### config.mk
export PLATFORM = sky130hd
export DESIGN_NAME = pwr_mode_ctrl
export DESIGN_NICKNAME = d
export VERILOG_FILES = /design/src/rtl/pwr_mode_pkg.sv /design/src/rtl/pm_wake_qual.sv /design/src/rtl/pm_wake_timer.sv /design/src/rtl/pm_gate_out.sv /design/src/rtl/pwr_mode_ctrl.sv
export SDC_FILE = /design/constraint.sdc
export NUM_CORES = 1
export LEC_CHECK = 0
export CAP_MARGIN = 5
export CORE_MARGIN = 5
export CORE_UTILIZATION = 42
export DETAILED_ROUTE_END_ITERATION = 6
export PLACE_DENSITY = 0.74
export SETUP_SLACK_MARGIN = 0.5
export SLEW_MARGIN = 20
export SYNTH_ARGS = -nofsm -noshare
export SYNTH_HDL_FRONTEND = slang
export SYNTH_HIERARCHICAL = 1
export SYNTH_SLANG_ARGS = --single-unit
### constraint.sdc
create_clock -name clk -period 2 [get_ports clk]
set_clock_uncertainty 0.05 [all_clocks]
set_input_delay 0.4 -clock clk [delete_from_list [all_inputs] [get_ports clk]]
set_output_delay 0.4 -clock clk [all_outputs]
set_load 0.03 [all_outputs]
### src/rtl/pwr_mode_pkg.sv
package pwr_mode_pkg;

   typedef enum logic [1:0] {
      PM_FULL = 2'd0,
      PM_DOZE = 2'd1,
      PM_NAP  = 2'd2,
      PM_WAKE = 2'd3
   } pm_state_t;

   // index of each wake source inside the source vector
   localparam int unsigned SRC_PCI  = 0;
   localparam int unsigned SRC_CPU  = 1;
   localparam int unsigned SRC_NMI  = 2;
   localparam int unsigned SRC_PIC  = 3;
   localparam int unsigned NUM_SRC  = 4;

   function automatic logic is_low_power(pm_state_t s);
      return (s == PM_DOZE) || (s == PM_NAP);
   endfunction

endpackage

### src/rtl/pm_wake_qual.sv
module pm_wake_qual #(
   parameter int unsigned        NSRC      = 4,
   parameter logic [NSRC-1:0]    QUAL_MASK = 4'b0100
) (
   input  logic [NSRC-1:0] src,
   input  logic            qual_en,
   output logic            wake_any
);
   initial begin
      if (NSRC < 1) $error("pm_wake_qual: NSRC must be at least 1");
   end

   logic [NSRC-1:0] gated;

   genvar gi;
   generate
      for (gi = 0; gi < NSRC; gi++) begin : g_src
         if (QUAL_MASK[gi]) begin : g_qual
            assign gated[gi] = src[gi] & qual_en;
         end else begin : g_plain
            assign gated[gi] = src[gi];
         end
      end
   endgenerate

   assign wake_any = |gated;

endmodule

### src/rtl/pm_wake_timer.sv
module pm_wake_timer #(
   parameter int unsigned WAKE_LAT = 4,
   localparam int unsigned CW      = $clog2(WAKE_LAT + 1)
) (
   input  logic clk,
   input  logic rst_n,
   input  logic clr,
   input  logic start,
   output logic done
);
   initial begin
      if (WAKE_LAT < 2) $error("pm_wake_timer: WAKE_LAT must be at least 2");
   end

   localparam logic [CW-1:0] LAST = CW'(WAKE_LAT - 1);

   logic [CW-1:0] cnt;

   assign done = (cnt == LAST);

   always_ff @(posedge clk or negedge rst_n) begin
      if (!rst_n) begin
         cnt <= '0;
      end else if (clr) begin
         cnt <= '0;
      end else if (start) begin
         cnt <= CW'(1);
      end else if (done) begin
         cnt <= '0;
      end else if (cnt != '0) begin
         cnt <= cnt + CW'(1);
      end
   end


   cnt_bound_chk: assert property (@(posedge clk) disable iff (!rst_n)
      cnt <= LAST);


   cnt_walk_chk: assert property (@(posedge clk) disable iff (!rst_n)
      (cnt != '0 && !done && !clr && !start) |=> cnt == $past(cnt) + CW'(1));

endmodule

### src/rtl/pm_gate_out.sv
module pm_gate_out
   import pwr_mode_pkg::*;
#(
   parameter int unsigned NUM_UNITS = 8
) (
   input  logic                 clk,
   input  logic                 rst_n,
   input  pm_state_t            state,
   input  logic                 from_nap,
   output logic [NUM_UNITS-1:0] unit_clk_en,
   output logic                 keep_alive_en,
   output logic                 quiesce_ack
);
   initial begin
      if (NUM_UNITS < 1) $error("pm_gate_out: NUM_UNITS must be at least 1");
   end

   logic full_on;
   assign full_on = (state == PM_FULL);

   genvar ui;
   generate
      for (ui = 0; ui < NUM_UNITS; ui++) begin : g_unit
         assign unit_clk_en[ui] = full_on;
      end
   endgenerate

   assign keep_alive_en = !full_on;
   assign quiesce_ack   = (state == PM_NAP) || (state == PM_WAKE && from_nap);


   ka_excl_chk: assert property (@(posedge clk) disable iff (!rst_n)
      keep_alive_en |-> (unit_clk_en == '0));


   qack_drop_chk: assert property (@(posedge clk) disable iff (!rst_n)
      $fell(quiesce_ack) |-> (&unit_clk_en));

endmodule

### src/rtl/pwr_mode_ctrl.sv
module pwr_mode_ctrl
   import pwr_mode_pkg::*;
#(
   parameter int unsigned NUM_UNITS = 8,
   parameter int unsigned WAKE_LAT  = 4
) (
   input  logic                 clk,
   input  logic                 rst_n,
   input  logic                 pm_en,
   input  logic                 doze_en,
   input  logic                 nap_en,
   input  logic                 mchk_en,
   input  logic                 ops_pending,
   input  logic                 core_nap_rdy,
   input  logic                 wk_pci_mem,
   input  logic                 wk_cpu_req,
   input  logic                 wk_nmi,
   input  logic                 wk_pic_int,
   input  logic                 hard_rst,
   output logic [NUM_UNITS-1:0] unit_clk_en,
   output logic                 keep_alive_en,
   output logic                 quiesce_ack,
   output logic [1:0]           pm_state
);
   initial begin
      if (WAKE_LAT < 2)  $error("pwr_mode_ctrl: WAKE_LAT must be at least 2");
      if (NUM_UNITS < 1) $error("pwr_mode_ctrl: NUM_UNITS must be at least 1");
   end

   localparam logic [NUM_SRC-1:0] NMI_MASK = NUM_SRC'(1) << SRC_NMI;

   pm_state_t st_q, st_d;
   logic      busy_q, busy_d;
   logic      nap_src_q, nap_src_d;
   logic      wake_any, tmr_start, tmr_done;
   logic      nap_go, doze_go;
   logic [NUM_SRC-1:0] srcs;

   assign srcs[SRC_PCI] = wk_pci_mem;
   assign srcs[SRC_CPU] = wk_cpu_req;
   assign srcs[SRC_NMI] = wk_nmi;
   assign srcs[SRC_PIC] = wk_pic_int;

   pm_wake_qual #(.NSRC(NUM_SRC), .QUAL_MASK(NMI_MASK)) u_qual (
      .src      (srcs),
      .qual_en  (mchk_en),
      .wake_any (wake_any)
   );

   assign nap_go  = pm_en && nap_en && core_nap_rdy;
   assign doze_go = pm_en && doze_en && !ops_pending;

   always_comb begin
      st_d      = st_q;
      busy_d    = busy_q;
      nap_src_d = nap_src_q;
      tmr_start = 1'b0;
      if (hard_rst) begin
         st_d      = PM_FULL;
         busy_d    = 1'b0;
         nap_src_d = 1'b0;
      end else begin
         unique case (st_q)
            PM_FULL: begin
               if (busy_q && !ops_pending) busy_d = 1'b0;
               if (!busy_q && !wake_any) begin
                  if (nap_go) begin
                     st_d = PM_NAP;
                  end else if (doze_go) begin
                     st_d = PM_DOZE;
                  end
               end
            end
            PM_DOZE: begin
               if (wake_any || !(pm_en && doze_en)) begin
                  st_d      = PM_WAKE;
                  tmr_start = 1'b1;
                  nap_src_d = 1'b0;
                  busy_d    = wake_any;
               end
            end
            PM_NAP: begin
               if (wake_any || !(pm_en && nap_en)) begin
                  st_d      = PM_WAKE;
                  tmr_start = 1'b1;
                  nap_src_d = 1'b1;
                  busy_d    = wake_any;
               end
            end
            PM_WAKE: begin
               if (tmr_done) begin
                  st_d      = PM_FULL;
                  nap_src_d = 1'b0;
               end
            end
            default: st_d = PM_FULL;
         endcase
      end
   end

   always_ff @(posedge clk or negedge rst_n) begin
      if (!rst_n) begin
         st_q      <= PM_FULL;
         busy_q    <= 1'b0;
         nap_src_q <= 1'b0;
      end else begin
         st_q      <= st_d;
         busy_q    <= busy_d;
         nap_src_q <= nap_src_d;
      end
   end

   pm_wake_timer #(.WAKE_LAT(WAKE_LAT)) u_tmr (
      .clk   (clk),
      .rst_n (rst_n),
      .clr   (hard_rst),
      .start (tmr_start),
      .done  (tmr_done)
   );

   pm_gate_out #(.NUM_UNITS(NUM_UNITS)) u_out (
      .clk           (clk),
      .rst_n         (rst_n),
      .state         (st_q),
      .from_nap      (nap_src_q),
      .unit_clk_en   (unit_clk_en),
      .keep_alive_en (keep_alive_en),
      .quiesce_ack   (quiesce_ack)
   );

   assign pm_state = st_q;


   hrst_full_chk: assert property (@(posedge clk) disable iff (!rst_n)
      hard_rst |=> (pm_state == 2'd0));


   doze_entry_chk: assert property (@(posedge clk) disable iff (!rst_n)
      (pm_state == 2'd1 && $past(pm_state) == 2'd0) |->
         $past(pm_en && doze_en && !ops_pending));


   nap_entry_chk: assert property (@(posedge clk) disable iff (!rst_n)
      (pm_state == 2'd2 && $past(pm_state) != 2'd2) |->
         $past(pm_en && nap_en && core_nap_rdy));


   doze_hold_chk: assert property (@(posedge clk) disable iff (!rst_n)
      (pm_state == 2'd1 && pm_en && doze_en && !hard_rst && !wk_pci_mem &&
       !wk_cpu_req && !wk_pic_int && !(wk_nmi && mchk_en)) |=> (pm_state == 2'd1));

endmodule

==> impl_metrics.tcl <==
set metrics [dict create \
    outcome "complete, no violations" \
    synth_seq_cells 7 \
    dr.first_iter.drc_count 6 \
    initial_antenna_violation_count 0 \
    design.portCount 25 \
    grt_pass1_wl_um 2640 \
    critical_path_class "in2reg" \
    total_power_uw 1140 \
    rsz0062_at_grt "true" \
    synth_cells 72 \
    crit_path_max_fanout 2 \
    detail_route.wirelength_um 1640 \
    combPwrFrac_pct 72.5 \
    std_cell_rows 14 \
    route.vias.total 619 \
    max_cap_violations 0 \
    synth_top_area_cell "dfrtp_1" \
    drt-vias-per-instance 5.20 \
    synth.cell_area_um2 641 \
    max_freq_ghz 0.531 \
    post_synthesis_cell_type_count 27 \
    worst-slew-pin-transition_ps 306 \
    p_leak_uw 0.000483 \
    worst-r2r-cell-count 6 \
    synthDominantCellAreaShare_pct 27.3 \
    syn2layout_area_growth_pct 58.0 \
    worstPathRequired_ps 2080 \
    arrival_time_reported_for_the_critical_path_endpoint_ps 1970 \
    layout.core_utilization_pct 68.8 \
    setup_slack_ps 116 \
    die_area_um2 2410 \
    num_antenna_cells 0 \
    terminus_of_the_critical_flop_to_flop_path "pm_state[1]$_DFFE_PN0P_" \
    proportion_of_synthesized_flip_flops_having_asynchronous_set_or_reset_pct 100 \
    p_int_uw 621 \
    total_global_route_track_usage_pct 14.0 \
    syn-num-nets 92 \
    max_slew_margin_vs_limit_pct 79.5 \
    pin_count_of_the_biggest_net_entering_global_routing 9 \
    total_of_endpoints_with_negative_setup_slack_in_the_final_report 0 \
    final_count_of_pins_violating_max_slew 0 \
    initial_utilization_pct 43.5 \
    holdCritPathClass "in2async" \
    synth-edff-count 0 \
    number_of_buffers_created_by_cts 3 \
    synth_top_flop_cell "dfrtp_1" \
    floorplan.core_area_um2 1470 \
    power.share.sequential_pct 16.4 \
    avgSynthCellArea_um2 8.90 \
    netlist_top_cells_count "buf_4, inv_1, dfrtp_1, ha_1, nand2_1" \
    reg2reg_slack_ps 220 \
    tritoncts_num_sinks 7 \
    post_drt_wl_per_cell_um 13.7 \
    power.switching_fraction_pct 45.8 \
    cts_max_path_buffers 2 \
    cts.reportedPaths.clkPinSlew_ps 50 \
    fp.dieH_um 49.1 \
    switching_power_uw 524 \
    worst_r2r_startpoint "pm_state[0]$_DFFE_PN0P_" \
    final.period_utilization_pct 94.2 \
    critPathCaptureType "flip-flop" \
    clk_root_buf "clkbuf_4" \
    yosys_warnings 6 \
    die_x_um 49.1 \
    fin_tns_setup_ps 0 \
    cts_htree_levels 1 \
    placement.setup.worst_slack_ps -484 \
    globalRouteOverflowTotal 0 \
    clock_latency_of_the_later_clocked_register_in_the_worst_skew_pair_ps 250 \
    place.port_buffers 24 \
    vdd_drop_max_mv 0.565 \
    finalCriticalPeriod_ps 1880 \
    cts_tree "done" \
    detail_route.first_pass.iterations 4 \
    detailed_place_hpwl_um 1300 \
    drtAntennaViolNets 0 \
    layout_cells_sized_above_1_pct 47.6 \
    sequential_cell_area_fraction_in_the_yosys_report_pct 27.3 \
    finalNetCount 124 \
    synthTopCellsByArea "dfrtp_1, ha_1, buf_4, mux2i_1, inv_1" \
    vias_in_the_first_global_route 614 \
    power.clock.fraction_pct 11.1 \
    timing.final.hold_violations 0 \
    detail_route.drc_violations 0 \
    routabilityCongestion 0.891 \
    pwr_density_cell_nw_per_um2 1130 \
    startpoint_type "primary input" \
    cts.hold.buffers_added 0 \
]
-- cell usage in the layout (no fill, tap or decap), types with 3 or more instances in the layout --
master           synthesis  layout
buf_6                    0      15
buf_4                    8       9
clkdlybuf4s50_1          0       7
inv_1                    8       6
ha_1                     7       6
nand2_1                  5       5
dfrtp_1                  7       5
nor2_1                   4       3
a21oi_1                  4       3
o21ai_0                  4       3
mux2i_1                  3       3
clkbuf_4                 0       3
buf_2                    0       3
-- logic make-up after synthesis --
logic type,after synthesis,synth area share (%)
compound gates,16,17.8
mux,5,8.20
simple gates,20,18.4
fa+ha+maj,7,13.7
flops,7,27.3
buf+inv,17,14.6
-- state kept, by name (all words and copies together), names as in the netlist --
register	cells
pm_state	2
busy_q	1
u_tmr/cnt	3
nap_src_q	1
-- critical path, stage by stage --
cell and delay, ps:
buf_6 90, a2111o_1 420, nand2b_4 150, a211o_1 240
a221oi_2 310, mux2_1 350
-- per-layer routing --
| metal | wire length [um] | vias to the layer above | GRT usage (%) |
|---|---|---|---|
| li1 | - | 306 | - |
| met1 | 708 | 288 | 16.9 |
| met2 | 798 | 25 | 22.2 |
| met3 | 127 | 0 | 7.34 |
| met4 | 0 | 0 | 2.69 |
| met5 | 0 | - | 0 |
-- how the worst max path moves through the flow --
stage | end | slack [ps] | start | cells past startpoint
after floorplan | pm_state[1]$_DFFE_PN0P_ | -1 | wk_nmi | 5
final | pm_state[1]$_DFFE_PN0P_ | 120 | wk_nmi | 6
after CTS | pm_state[1]$_DFFE_PN0P_ | 90 | mchk_en | 6
after global placement | pm_state[1]$_DFFE_PN0P_ | -420 | wk_nmi | 6
after global routing | pm_state[1]$_DFFE_PN0P_ | 80 | wk_nmi | 6
after detailed placement | pm_state[1]$_DFFE_PN0P_ | -480 | wk_nmi | 6
-- stage by stage --
step | cell area, um2 | cells | hold WS, ps
after floorplan | 668 | 72 | 54.4
after global placement | 921 | 111 | 494
after detailed placement | 921 | 111 | 490
after CTS | 935 | 116 | 356
after global routing | 1010 | 119 | 357
final | 1010 | 119 | 351
-- power by group through the flow --
stage / Combinational (uW) / Clock (uW) / Sequential [uW]
CTS: 687 / 133 / 187
global placement: 708 / 0 / 186
floorplan: 521 / 0 / 205
detailed placement: 725 / 0 / 189
finish: 830 / 127 / 188
global route: 877 / 144 / 192
-- final cells by class --
cell class / count / area [um2]
Multi-Input combinational cell: 48 / 415
Inverter: 9 / 41.3
Tap cell: 16 / 20.0
Clock buffer: 4 / 26.3
Fill cell: 133 / 459
Timing Repair Buffer: 35 / 332
Sequential cell: 7 / 178
-- repair_timing --
item                       in CTS  in global routing
setup endpoints to repair      19                 19
gates cloned                    0                  0
resized for setup              77                 39
pin swaps                       5                  4
setup buffers                   1                  3
No activity file was read; power rests on OpenSTA's default activity.
